<file path="src/rtl/synth_bus_pkg.sv">
package synth_bus_pkg;
  typedef enum logic [2:0] {
    S_IDLE, S_ADDR, S_ACKA, S_WR, S_ACKW, S_RD, S_ACKR
  } busState_t;

  typedef enum logic [1:0] {
    PAIR_FIRST, PAIR_DIV2, PAIR_CTL2
  } pairPos_t;

  typedef struct packed {
    logic shiftIn;   // capture the bit on a rising SCL edge
    logic takeByte;  // a written data byte is complete
    logic seqReset;  // a new address restarts pairing
    logic loadTx;    // snapshot the status into the transmit shifter
    logic shiftTx;   // advance the transmit shifter
    logic porClr;    // a read transfer ended with STOP
  } dpStrobe_t;
endpackage

</file>
<file path="src/rtl/synth_bus_ctrl.sv">
module synth_bus_ctrl
  import synth_bus_pkg::*;
#(
  parameter int BYTE_W = 8
) (
  input  logic      clk,
  input  logic      rstN,
  input  logic      sclIn,
  input  logic      sdaIn,
  input  logic      addrHit,
  input  logic      addrRead,
  input  logic      txBit,
  output dpStrobe_t strobe,
  output logic      sdaPullLow
);
  localparam int CNT_W = $clog2(BYTE_W + 1);
  localparam logic [CNT_W-1:0] LAST_BIT = CNT_W'(BYTE_W - 1);
  localparam logic [CNT_W-1:0] FULL_CNT = CNT_W'(BYTE_W);

  busState_t state;
  logic [CNT_W-1:0] bitCnt;
  logic sclQ, sdaQ, hitQ, readQ, masterAck, readXfer;

  logic sclRise, sclFall, startSeen, stopSeen;
  assign sclRise   = sclIn & ~sclQ;
  assign sclFall   = ~sclIn & sclQ;
  assign startSeen = sclIn & sclQ & sdaQ & ~sdaIn;
  assign stopSeen  = sclIn & sclQ & ~sdaQ & sdaIn;

  always_comb begin
    strobe = '0;
    strobe.shiftIn  = sclRise & ((state == S_ADDR) | (state == S_WR));
    strobe.takeByte = sclRise & (state == S_WR) & (bitCnt == LAST_BIT);
    strobe.seqReset = startSeen;
    strobe.loadTx   = sclFall & (((state == S_ACKA) & readQ) | ((state == S_ACKR) & masterAck));
    strobe.shiftTx  = sclFall & (state == S_RD) & (bitCnt != FULL_CNT);
    strobe.porClr   = stopSeen & readXfer;
  end

  assign sdaPullLow = (state == S_ACKA) | (state == S_ACKW) | ((state == S_RD) & ~txBit);

  always_ff @(posedge clk or negedge rstN) begin
    if (!rstN) begin
      state <= S_IDLE;
      bitCnt <= '0;
      sclQ <= 1'b1;
      sdaQ <= 1'b1;
      hitQ <= 1'b0;
      readQ <= 1'b0;
      masterAck <= 1'b0;
      readXfer <= 1'b0;
    end else begin
      sclQ <= sclIn;
      sdaQ <= sdaIn;
      if (startSeen) begin
        state <= S_ADDR;
        bitCnt <= '0;
      end else if (stopSeen) begin
        state <= S_IDLE;
        readXfer <= 1'b0;
      end else begin
        unique case (state)
          S_ADDR: begin
            if (sclRise) begin
              bitCnt <= bitCnt + 1'b1;
              if (bitCnt == LAST_BIT) begin
                hitQ <= addrHit;
                readQ <= addrRead;
              end
            end else if (sclFall && bitCnt == FULL_CNT) begin
              state <= hitQ ? S_ACKA : S_IDLE;
            end
          end
          S_ACKA: if (sclFall) begin
            state <= readQ ? S_RD : S_WR;
            bitCnt <= '0;
            readXfer <= readQ;
          end
          S_WR: begin
            if (sclRise) bitCnt <= bitCnt + 1'b1;
            else if (sclFall && bitCnt == FULL_CNT) state <= S_ACKW;
          end
          S_ACKW: if (sclFall) begin
            state <= S_WR;
            bitCnt <= '0;
          end
          S_RD: begin
            if (sclRise) bitCnt <= bitCnt + 1'b1;
            else if (sclFall && bitCnt == FULL_CNT) state <= S_ACKR;
          end
          S_ACKR: begin
            if (sclRise) masterAck <= ~sdaIn;
            else if (sclFall) begin
              state <= masterAck ? S_RD : S_IDLE;
              bitCnt <= '0;
            end
          end
          default: ;
        endcase
      end
    end
  end
endmodule

</file>
<file path="src/rtl/synth_bus_dp.sv">
module synth_bus_dp
  import synth_bus_pkg::*;
#(
  parameter int BYTE_W = 8,
  parameter int DIV_W  = 15,
  parameter int CTRL_W = 7,
  parameter int SEL_W  = 2,
  parameter int ADC_W  = 3,
  parameter int PIN_W  = 3,
  parameter logic [6-SEL_W:0] ADDR_HI = '0,
  parameter logic [6:0] ADDR_FIXED = 7'b1100000
) (
  input  logic              clk,
  input  logic              rstN,
  input  logic              sdaIn,
  input  logic [SEL_W-1:0]  addrSel,
  input  logic              pwrFail,
  input  logic              lockIn,
  input  logic [PIN_W-1:0]  portIn,
  input  logic [ADC_W-1:0]  adcCode,
  input  dpStrobe_t         strobe,
  output logic              addrHit,
  output logic              addrRead,
  output logic              txBit,
  output logic              porFlag,
  output logic [DIV_W-1:0]  divWord,
  output logic [CTRL_W-1:0] ctrlWord,
  output logic [PIN_W:0]    portWord
);
  localparam int HI_W = DIV_W - BYTE_W;

  logic [BYTE_W-1:0] rxShift, txShift, nextByte, statusByte;
  logic [HI_W-1:0] divHi;
  pairPos_t pairPos;
  logic [PIN_W-1:0] pinsReversed;

  assign nextByte = {rxShift[BYTE_W-2:0], sdaIn};
  assign addrHit  = (nextByte[7:1] == ADDR_FIXED) || (nextByte[7:1] == {ADDR_HI, addrSel});
  assign addrRead = nextByte[0];
  assign txBit    = txShift[BYTE_W-1];

  // status shows P0 in the highest input slot
  for (genvar i = 0; i < PIN_W; i++) begin : g_pins
    assign pinsReversed[PIN_W-1-i] = portIn[i];
  end
  assign statusByte = {porFlag, lockIn, pinsReversed, adcCode};

  always_ff @(posedge clk or negedge rstN) begin
    if (!rstN) begin
      rxShift <= '0;
      txShift <= '1;
      divHi <= '0;
      pairPos <= PAIR_FIRST;
      porFlag <= 1'b1;
      divWord <= '0;
      ctrlWord <= '0;
      portWord <= '0;
    end else begin
      if (strobe.shiftIn) rxShift <= nextByte;
      if (strobe.loadTx) txShift <= statusByte;
      else if (strobe.shiftTx) txShift <= {txShift[BYTE_W-2:0], 1'b1};
      if (pwrFail) porFlag <= 1'b1;
      else if (strobe.porClr) porFlag <= 1'b0;
      if (strobe.seqReset) pairPos <= PAIR_FIRST;
      else if (strobe.takeByte) begin
        unique case (pairPos)
          PAIR_DIV2: begin
            divWord <= {divHi, nextByte};
            pairPos <= PAIR_FIRST;
          end
          PAIR_CTL2: begin
            portWord <= {nextByte[6], nextByte[PIN_W-1:0]};
            pairPos <= PAIR_FIRST;
          end
          default: begin
            if (nextByte[BYTE_W-1]) begin
              ctrlWord <= nextByte[CTRL_W-1:0];
              pairPos <= PAIR_CTL2;
            end else begin
              divHi <= nextByte[HI_W-1:0];
              pairPos <= PAIR_DIV2;
            end
          end
        endcase
      end
    end
  end
endmodule

</file>
<file path="src/rtl/synth_bus_slave.sv">
module synth_bus_slave
  import synth_bus_pkg::*;
#(
  parameter int DIV_W  = 15,
  parameter int CTRL_W = 7,
  parameter int SEL_W  = 2,
  parameter int ADC_W  = 3,
  parameter int PIN_W  = 3
) (
  input  logic              clk,
  input  logic              rstN,
  input  logic              sclIn,
  input  logic              sdaIn,
  input  logic [SEL_W-1:0]  addrSel,
  input  logic              pwrFail,
  input  logic              lockIn,
  input  logic [PIN_W-1:0]  portIn,
  input  logic [ADC_W-1:0]  adcCode,
  output logic              sdaPullLow,
  output logic [DIV_W-1:0]  divWord,
  output logic [CTRL_W-1:0] ctrlWord,
  output logic [PIN_W:0]    portWord
);
  localparam int BYTE_W = 8;
  localparam logic [6-SEL_W:0] ADDR_HI = {3'b110, {(4 - SEL_W){1'b0}}};

  dpStrobe_t strobe;
  logic addrHit, addrRead, txBit, porFlag;

  synth_bus_ctrl #(.BYTE_W(BYTE_W)) u_ctrl (
    .clk(clk), .rstN(rstN), .sclIn(sclIn), .sdaIn(sdaIn),
    .addrHit(addrHit), .addrRead(addrRead), .txBit(txBit),
    .strobe(strobe), .sdaPullLow(sdaPullLow)
  );

  synth_bus_dp #(
    .BYTE_W(BYTE_W), .DIV_W(DIV_W), .CTRL_W(CTRL_W), .SEL_W(SEL_W),
    .ADC_W(ADC_W), .PIN_W(PIN_W), .ADDR_HI(ADDR_HI)
  ) u_dp (
    .clk(clk), .rstN(rstN), .sdaIn(sdaIn), .addrSel(addrSel),
    .pwrFail(pwrFail), .lockIn(lockIn), .portIn(portIn), .adcCode(adcCode),
    .strobe(strobe), .addrHit(addrHit), .addrRead(addrRead), .txBit(txBit),
    .porFlag(porFlag), .divWord(divWord), .ctrlWord(ctrlWord), .portWord(portWord)
  );
endmodule

</file>
<file path="config.mk">
export PLATFORM = sky130hd
export DESIGN_NAME = synth_bus_slave
export DESIGN_NICKNAME = d
export VERILOG_FILES = /design/src/rtl/synth_bus_pkg.sv /design/src/rtl/synth_bus_ctrl.sv /design/src/rtl/synth_bus_dp.sv /design/src/rtl/synth_bus_slave.sv
export SDC_FILE = /design/constraint.sdc
export NUM_CORES = 1
export LEC_CHECK = 0
export BUFFER_PORTS_ARGS = -buffer_cell sky130_fd_sc_hd__buf_4
export CAP_MARGIN = 25
export CORE_ASPECT_RATIO = 0.9
export CORE_MARGIN = 10
export CORE_UTILIZATION = 55
export DETAILED_ROUTE_END_ITERATION = 10
export PLACE_DENSITY = 0.84
export SLEW_MARGIN = 20
export SYNTH_ARGS = -nofsm -noshare
export SYNTH_HDL_FRONTEND = slang
export SYNTH_SLANG_ARGS = --single-unit
</file>
<file path="constraint.sdc">
create_clock -name clk -period 3.6 [get_ports clk]
set_clock_uncertainty 0.2 [all_clocks]
set_input_delay 0.54 -clock clk [delete_from_list [all_inputs] [get_ports clk]]
set_output_delay 0.54 -clock clk [all_outputs]
set_load 0.02 [all_outputs]
</file>
## Word-level counts from Yosys, hierarchy flattened

Cells that the tools add are included.

| storage, ports and cells | value |
|---|---|
| register bits | 64 |
| input port bits | 14 |
| output and inout port bits | 27 |
| word-level logic and storage cells | 127 |

| operators by class | value |
|---|---|
| $add $sub $neg | 1 |
| equal/unequal tests | 26 |
| multiplexer cells | 33 |
| bitwise operators | 30 |
| reduce and logical (&&, ||, !) cells | 21 |

Operators with widths:

| kind | count |
|---|---|
| two-way mux 3 bit | 14 |
| two-way mux 4 bit | 5 |
| inequality test 4 bit, second input constant | 5 |
| one-hot mux 3 bit (6 select lines) | 1 |
| bitwise AND 1 bit | 17 |
| two-way mux 8 bit | 2 |
| AND reduction 4 bit | 4 |
| inequality test 4 x 1 -> 1 bit, second input constant | 3 |
| inequality test 4 x 2 -> 1 bit, second input constant | 3 |
| one-hot mux 4 bit (3 select lines) | 1 |
| AND reduction 11 bit | 1 |
| two-way mux 2 bit | 5 |
| nonzero test 2 bit | 5 |
| equality test 3 bit, second input constant | 3 |
| inverter 1 bit | 9 |
| AND reduction 3 bit | 3 |
| nonzero test 8 bit | 1 |
| equality test 7 bit | 1 |
| equality test 7 bit, second input constant | 1 |
| equality test 3 x 2 -> 1 bit, second input constant | 2 |
| two-way mux 1 bit | 5 |
| AND reduction 5 bit | 1 |
| adder 4 x 1 -> 4 bit, second input constant | 1 |
| equality test 4 x 3 -> 1 bit, second input constant | 1 |
| 13 further kinds | 17 |

## Depth between registers and ports, before layout

Gate-level depths: netlist (run 1).

| logic depth | value |
|---|---|
| depth after elaboration | 8 |
| gate-level depth with buffers | 8 |
| mapped depth without buffers | 7 |

## Hierarchy

From an unflattened synthesis (run 1), not the netlist that was laid out.

| unflattened totals | value |
|---|---|
| cell total of the unflattened synthesis | 228 |
| area total of the unflattened synthesis | 2977.9 um^2 |

By module, submodules not included:

| module | instances | cells each | area an instance (um^2) | sequential area each (um^2) |
|---|---|---|---|---|
| synth_bus_dp | 1 | 143 | 2147.1 | 1287.5 |
| synth_bus_ctrl | 1 | 85 | 830.8 | 327.8 |

## Worst setup path after synthesis (run 1)

Ideal clock, no wire load.

| timing path | value |
|---|---|
| path kind | input to register |
| from | input port sclIn |
| to | register u_dp.divHi[0] |
| library setup time | 0.125 ns |
| data arrival time | 2.066 ns |
| data required time | 3.275 ns |
| slack | 1.209 ns |
| stages on the path | 8 |
| path buffers | 3 |
| path through | buf_2 and4bb_1 buf_6 and4b_4 and4_4 nor2b_4 buf_12 mux2_4 |

| on the way | value |
|---|---|
| word-level cells in the longest chain between the ends | 5 |
| elaborated cells on any way between the ends | 8 |
| those cells by class | bitwise (7); reduce/logical (1) |

RTL lines:

| item | line | source |
|---|---|---|
| from (decl) | synth_bus_slave.sv:12 | `input logic sclIn,` |
| bitwise AND 1 bit (3 in a row) | synth_bus_ctrl.sv:27 | `assign startSeen = sclIn & sclQ & sdaQ & ~sdaIn;` |
| inverter 1 bit (no line) | - |  |
| AND reduction 4 bit (no line) (*) | - |  |
| to (signal assigned) | synth_bus_dp.sv:80 | `divHi <= nextByte[HI_W-1:0];` |
| to (decl) | synth_bus_dp.sv:33 | `logic [HI_W-1:0] divHi;` |

Every way passes the cells marked *; elsewhere a longest branch is shown, timed or not.
A chain may end at the register's enable or synchronous reset.

## Worst setup path after layout (run 1)

| timing path | value |
|---|---|
| from | register u_ctrl.state[2] |
| to | register u_dp.divHi[4] |

| on the way | value |
|---|---|
| word-level cells in the longest chain between the ends | 4 |

RTL lines:

| item | line | source |
|---|---|---|
| from (decl) | synth_bus_ctrl.sv:20 | `busState_t state;` |
| from (signal assigned) | synth_bus_ctrl.sv:71 | `state <= hitQ ? S_ACKA : S_IDLE;` |
| from (signal assigned) | synth_bus_ctrl.sv:75 | `state <= readQ ? S_RD : S_WR;` |
| from (signal assigned) | synth_bus_ctrl.sv:94 | `state <= masterAck ? S_RD : S_IDLE;` |
| equality test 3 x 2 -> 1 bit | synth_bus_ctrl.sv:33 | `strobe.takeByte = sclRise & (state == S_WR) & (bitCnt == LAST_BIT);` |
| bitwise AND 1 bit (2 in a row) | synth_bus_ctrl.sv:33 |  |
| AND reduction 4 bit (no line) | - |  |

Every way passes these cells.

==> results of run 1 <==
final cells by class:
type / instances / area (µm²) / share of cell area (%)
Tap cell: 67 / 83.8 / 2.41
Multi-Input combinational cell: 162 / 1270 / 36.5
Inverter: 7 / 26.3 / 0.756
Timing Repair Buffer: 40 / 300 / 8.64
Sequential cell: 64 / 1620 / 46.5
Clock inverter: 6 / 43.8 / 1.26
Clock buffer: 10 / 138 / 3.96
per-layer routing:
layer	wire length [µm]	track usage (%)	up-vias	part of all wire (%)
met1	2670	18.0	975	45
li1	-	-	956	-
met4	91	5.81	0	1.5
met3	348	5.05	7	5.8
met2	2880	22.5	61	48
met5	0	0	-	0
state kept, by name (all words and copies together), names as in the netlist:
name and flops:
u_dp.divWord 15, u_dp.txShift 8, u_dp.ctrlWord 7, u_dp.divHi 7
u_dp.rxShift 7, u_ctrl.bitCnt 4, u_dp.portWord 4, u_ctrl.state 3
u_dp.pairPos 2, u_ctrl.hitQ 1, u_ctrl.masterAck 1, u_ctrl.readQ 1
u_ctrl.readXfer 1, u_ctrl.sclQ 1, u_ctrl.sdaQ 1, u_dp.porFlag 1
kinds of logic after synthesis:
group / count (synthesis)
multiplexers: 45
AND/OR/NAND/NOR: 71
flip-flops: 64
adder cells (fa/ha/maj): 4
buffers and inverters: 18
AO/OA/AOI/OAI: 41
XOR/XNOR: 1
power by group through the flow:
| stage | clock network (mW) | registers [mW] | logic [mW] |
|---|---|---|---|
| after floorplan | 0 | 0.843 | 0.119 |
| after global placement | 0 | 0.882 | 0.148 |
| after detailed placement | 0 | 0.884 | 0.153 |
| after CTS | 0.572 | 0.872 | 0.154 |
| after global routing | 0.613 | 0.888 | 0.174 |
| final | 0.556 | 0.874 | 0.151 |
path summary, 6_finish.rpt:
check	from	cells past startpoint	endpoint
worst min register to register	u_dp.txShift[3]	2	u_dp.txShift[3]
worst max register to register	u_ctrl.state[2]	5	u_dp.divHi[4]
max in group asynchronous	rstN	1	u_ctrl.readXfer
worst max-delay path	u_ctrl.state[2]	5	u_dp.divHi[4]
min in group clk	sclIn	1	u_ctrl.sclQ
worst min-delay path	rstN	1	u_dp.divWord[5]
worst register-to-register path, delay by kind of cell (launching register included):
| family | cells | cell delay, ns |
|---|---|---|
| AND/OR/NAND/NOR | 4 | 1.46 |
| flip-flops | 1 | 0.56 |
| multiplexers | 1 | 0.34 |
stage by stage:
stage,instance area (µm²),utilization (%),std cells
2_1_floorplan,2990,-,244
3_3_place_gp,3300,62.7,340
3_5_place_dp,3300,62.7,340
4_1_cts,3480,66.2,356
5_1_grt,3480,66.2,356
6_report,3480,66.2,356
cell usage in the layout, fill, tap and decap left out, types with 3 or more instances in the layout:
cell type,instances
buf_4,40
dfrtp_1,53
nand2b_1,4
ha_1,4
inv_1,7
mux2i_1,3
mux2_4,7
clkinvlp_4,4
a21oi_1,5
clkbuf_8,10
dfstp_2,11
nand3_1,6
nor2_1,9
nand2_1,27
a22oi_1,6
mux2_2,35
o21ai_0,15
==> flow_metrics.tcl, run 1 <==
set metrics [dict create \
    synth_top_family_by_area "multiplexers" \
    crit_required_ns 3.62 \
    hpwl_um 4140 \
    finalPower_mw 1.58 \
    first_pass_iters 4 \
    cts_resized 0 \
    drive_gt1_share_pct 41.5 \
    gr-total-overflow 0 \
    pwr-share-clk_pct 35.1 \
    synth-compound-area-share_pct 9.00 \
    setup_viol 0 \
    status "complete, no violations" \
    gp_congestion 0.866 \
    maxCapViolCount 0 \
    netlist_top_cells_area "dfrtp_1 (44%), mux2_2 (13%), dfstp_2 (9.7%)" \
    intPower_mw 1.12 \
    netlist_area_um2 2990 \
    fp.dieW_um 97.7 \
    seq_power_share_pct 55.3 \
    cts-root-buf "clkbuf_8" \
    detail_route.wl_per_cell_um 16.8 \
    postRouteAntennaNets 0 \
    clock_tree.buffer_depth 2 \
    crit_slowest_cell "and4bb_1" \
    holdWs_ns 0.0657 \
    track_usage_pct 14.5 \
    synthTopCellsByCount "dfrtp_1 (53), mux2_2 (35), nand2_1 (27)" \
    io_buffers 40 \
    end_kind "flip-flop" \
    combPwrFrac_pct 9.6 \
    io_pins 41 \
    clk_pin_slew_ns 0.07 \
    crit_path_start_kind "flip-flop" \
    worstSetupPathType "flip-flop to flip-flop" \
    coreArea_um2 5260 \
    grt_pass1_wl_um 10500 \
    crit_path_max_fanout 18 \
    path_cells "and4bb_1 -> and4b_4 -> and4_4 -> nor2b_4 -> mux2_4" \
    drt_iter0_drc 186 \
    chipHeight_um 89.9 \
    cts_sinks 64 \
    synth-adder-area-share_pct 1.68 \
    netlist.area_leader.share_pct 44.4 \
    grt_pass1_vias 2110 \
    synth_xor_area_share_pct 0.293 \
    fill_cells 412 \
    synthMuxAreaShare_pct 17.7 \
    ys_warn_count 0 \
    layout.nets 302 \
    cts_tree "built" \
    pre_cts_ws_ns 0.916 \
    hold_viol 0 \
    cts_setup_buffers 0 \
    holdBufCountCts 0 \
    switchingPower_uw 457 \
    drt-total-wl_um 6000 \
    worstMarginPinSlew_ns 0.792 \
    row_count 25 \
    clk_latency_ns 0.34 \
    max_freq_ghz 0.373 \
    synthSimpleGateAreaFrac_pct 13.8 \
    switching_share_pct 28.9 \
    antenna_found_initial 0 \
    worst-path-buf-inv 0 \
    htreeDepth 3 \
    reg2reg_slack_ns 0.92 \
    via_per_inst 5.62 \
    finalCritPeriodShare_pct 74.4 \
    remaining_drc_errors 0 \
    power.leakage_nw 1.64 \
    rsz0062_at_grt "false" \
    power_density_nw_per_um2 455 \
    final_max_slew_viol_count 0 \
    vias 1999 \
    synth_flop_cell "dfrtp_1" \
    synth_nets 262 \
    peakVddDrop_uv 381 \
    path_delay_family "simple AND/OR/NAND/NOR gates" \
    critPathArrivalTime_ns 2.70 \
    period_needed_ns 2.68 \
    finalSetupTns_ns 0 \
    initial_core_util_pct 56.9 \
    yosysMostFrequentCell "dfrtp_1" \
    postSynthAreaPerCell_um2 12.2 \
    dieArea_um2 8780 \
    diodes 0 \
    max_stage_delay_ns 0.57 \
    synth-seq-cells 64 \
    syn_to_final_growth_pct 16.4 \
    synth_edf_count 0 \
    synthCells 244 \
    synth_top_area_cell "dfrtp_1" \
    yosysSeqAreaShare_pct 54.1 \
    cts_made_buffers 9 \
    relSlewSlack_pct 47.2 \
    final.setup.worst_slack_ns 0.921 \
    grt_max_degree 65 \
    async_flop_share_pct 100 \
    synth.distinct_cells 54 \
    hp-class "primary input to async pin" \
]
No activity file was read; power rests on OpenSTA's default activity.
==> inputs of run 2 (changes only) <==
ABC_AREA = 1   (was unset)
clock period = 2.73 ns   (was 3.6 ns; I/O delays follow)
==> run 2 against run 1 <==
Register-to-register slack worse by 0.35 ns. Clock-buffer cell count up 2. Sequential cell count unchanged. Final cell count up 29%. Synthesized cell count up 40%. Via count up 24%. Die area about the same. Sequential share of layout area down 0.51 points. Global-route usage up 1.1 points. Critical path depth up 3. Utilization up 0.74 points. Clock power up 44%. Critical path type is now primary input to flip-flop. Largest cell class unchanged.
==> flow_metrics.tcl, run 2 <==
set metrics [dict create \
    status "complete, no violations" \
    detail_route.wl_per_cell_um 14.3 \
    cts-root-buf "clkbuf_8" \
    clock_tree.buffer_depth 2 \
    synth_nets 360 \
    end_kind "flip-flop" \
    worstSetupPathType "primary input to flip-flop" \
    setup.worst_path.start "sclIn" \
    synth_top_area_cell "dfrtp_1" \
    row_count 25 \
    finalCritPeriodShare_pct 88.0 \
    reg2reg_from "u_ctrl.state[2]" \
    cts_tree "built" \
    peakVddDrop_uv 413 \
    cts_sinks 64 \
    remaining_drc_errors 0 \
    final_cells 460 \
    cts_made_buffers 9 \
    netlist.area_leader.share_pct 44.4 \
    drt_iter0_drc 224 \
    drt-met1-wl_um 3060 \
    htreeDepth 3 \
    fp.dieW_um 97.6 \
    worstMarginPinSlew_ns 0.777 \
    gr-total-overflow 0 \
    synth.distinct_cells 31 \
    setup_viol 0 \
    synth_flop_cell "dfrtp_1" \
    crit_path_start_kind "primary input" \
    antenna_found_initial 0 \
    hp-start "pwrFail" \
    cts_resized 0 \
    synth_edf_count 0 \
    io_buffers 40 \
    yosysSeqAreaShare_pct 54.1 \
    relSlewSlack_pct 48.2 \
    hp-class "primary input to flip-flop" \
    hold_viol 0 \
    async_flop_share_pct 100 \
    power.leakage_nw 1.72 \
    clk_latency_ns 0.34 \
    coreArea_um2 5260 \
    chipHeight_um 89.9 \
    netlist_area_um2 2980 \
    hpwl_um 4630 \
    clk_pin_slew_ns 0.07 \
    holdBufCountCts 3 \
    netlist_top_cells_area "dfrtp_1 (44%), nand2_1 (15%), dfstp_2 (9.7%)" \
    vias 2481 \
    initial_core_util_pct 56.8 \
    diodes 0 \
    grt_max_degree 65 \
    period_needed_ns 2.40 \
    finalSetupTns_ns 0 \
    syn_to_final_growth_pct 17.8 \
    gp_congestion 0.918 \
    top_layer_used "met4" \
    maxCapViolCount 0 \
    layout.nets 406 \
    place_inst 441 \
    grt_pass1_vias 2417 \
    top_register "u_dp.divWord" \
    rsz0062_at_grt "false" \
    synthCells 342 \
    largest_register_ffs 15 \
    ys_warn_count 0 \
    drive_gt1_share_pct 22.1 \
    postRouteAntennaNets 0 \
    critPathArrivalTime_ns 2.45 \
    max_freq_ghz 0.416 \
    wl_met3_um 458 \
    drt-total-wl_um 6560 \
    via_per_inst 5.39 \
    first_pass_iters 5 \
    io_pins 41 \
    fill_cells 437 \
    yosysMostFrequentCell "nand2_1" \
    power_density_nw_per_um2 566 \
    crit_path_max_fanout 15 \
    top_regs "u_dp.divWord: 15 flops, u_dp.txShift: 8 flops" \
    postSynthAreaPerCell_um2 8.73 \
    track_usage_pct 15.5 \
    crit_required_ns 2.77 \
    grt_pass1_wl_um 11300 \
    layout_common_cells "nand2_1 (120), dfrtp_1 (53), buf_4 (40)" \
    synth-seq-cells 64 \
    finalPower_mw 1.99 \
    wl_met2_um 2910 \
    dieArea_um2 8780 \
    final_max_slew_viol_count 0 \
    synthTopCellsByCount "nand2_1 (120), dfrtp_1 (53), o21ai_0 (36)" \
    cts_setup_buffers 0 \
    final_common_cell "nand2_1" \
]
-- run 2: changes by cell type after synthesis, moves of 4 or more --
cell / change
nor2_1: +4
nand3_1: +26
nand2b_1: -4
nand4_1: +4
a22oi_1: -6
mux2_4: -7
inv_1: +16
mux2_2: -35
nand2_1: +93
o21ai_0: +21
o21ai_2: +8
-- run 2: metal layers --
metal  up-vias  track usage [%]
met5         -                0
met4         0             7.38
met3        14             5.20
met2        79             22.4
met1      1173             20.4
li1       1215                -
-- run 2: metrics by stage --
stage	hold WS [ns]	worst slack [ns]	area, µm²	utilization (%)
2_1_floorplan	-0.0861	0.978	2980	-
5_1_grt	0.0479	0.122	3520	66.9
3_3_place_gp	0.258	0.712	3300	62.7
6_report	0.0438	0.327	3520	66.9
4_1_cts	0.0336	0.325	3520	66.9
3_5_place_dp	0.266	0.545	3300	62.7
-- run 2: power breakdown --
part | internal, mW | total, mW | switching (mW)
logic | 0.0561 | 0.184 | 0.128
clock network | 0.443 | 0.802 | 0.360
registers | 0.976 | 1.00 | 0.0280
total | 1.48 | 1.99 | 0.516
-- run 2: cell families (layout without fill, tap and decap cells) --
family	Yosys count	after routing	synth area share, %
and+or+nand+nor	183	183	27.3
AOI/OAI and AO/OA	55	55	10.6
buffers and inverters	34	85	5.70
xor gates and xnor gates	2	2	0.587
adders and majority gates	4	4	1.68
DFF	64	64	54.1
-- run 2: worst max-delay path: stages --
cell	delay, ns
dlygate4sd3_1	0.53
buf_4	0.12
inv_1	0.07
nor2_4	0.18
nand3_2	0.15
nor2_4	0.31
nand4_2	0.36
o21ai_0	0.32
-- run 2: path summary, 6_finish.rpt --
path / endpoint / slack, ns / cells past startpoint
worst max-delay path: u_dp.ctrlWord[0] / 0.33 / 8
worst min-delay path: u_dp.porFlag / 0.04 / 2
worst max register to register: u_dp.ctrlWord[0] / 0.57 / 7
worst min register to register: u_dp.divWord[10] / 0.28 / 2
max in group asynchronous: u_dp.ctrlWord[1] / 1.33 / 2
min in group asynchronous: u_dp.divWord[12] / 0.48 / 2
-- run 2: final cells by class --
type                    count  area (µm²)  share of cell area, %
flip-flops and latches     64        1620                   45.9
multi-input cells         244        1200                   34.1
repair buffers             43         330                   9.40
clock buffers              12         145                   4.13
inverters                  26        97.6                   2.78
well taps                  67        83.8                   2.38
clock inverters             4        45.0                   1.28
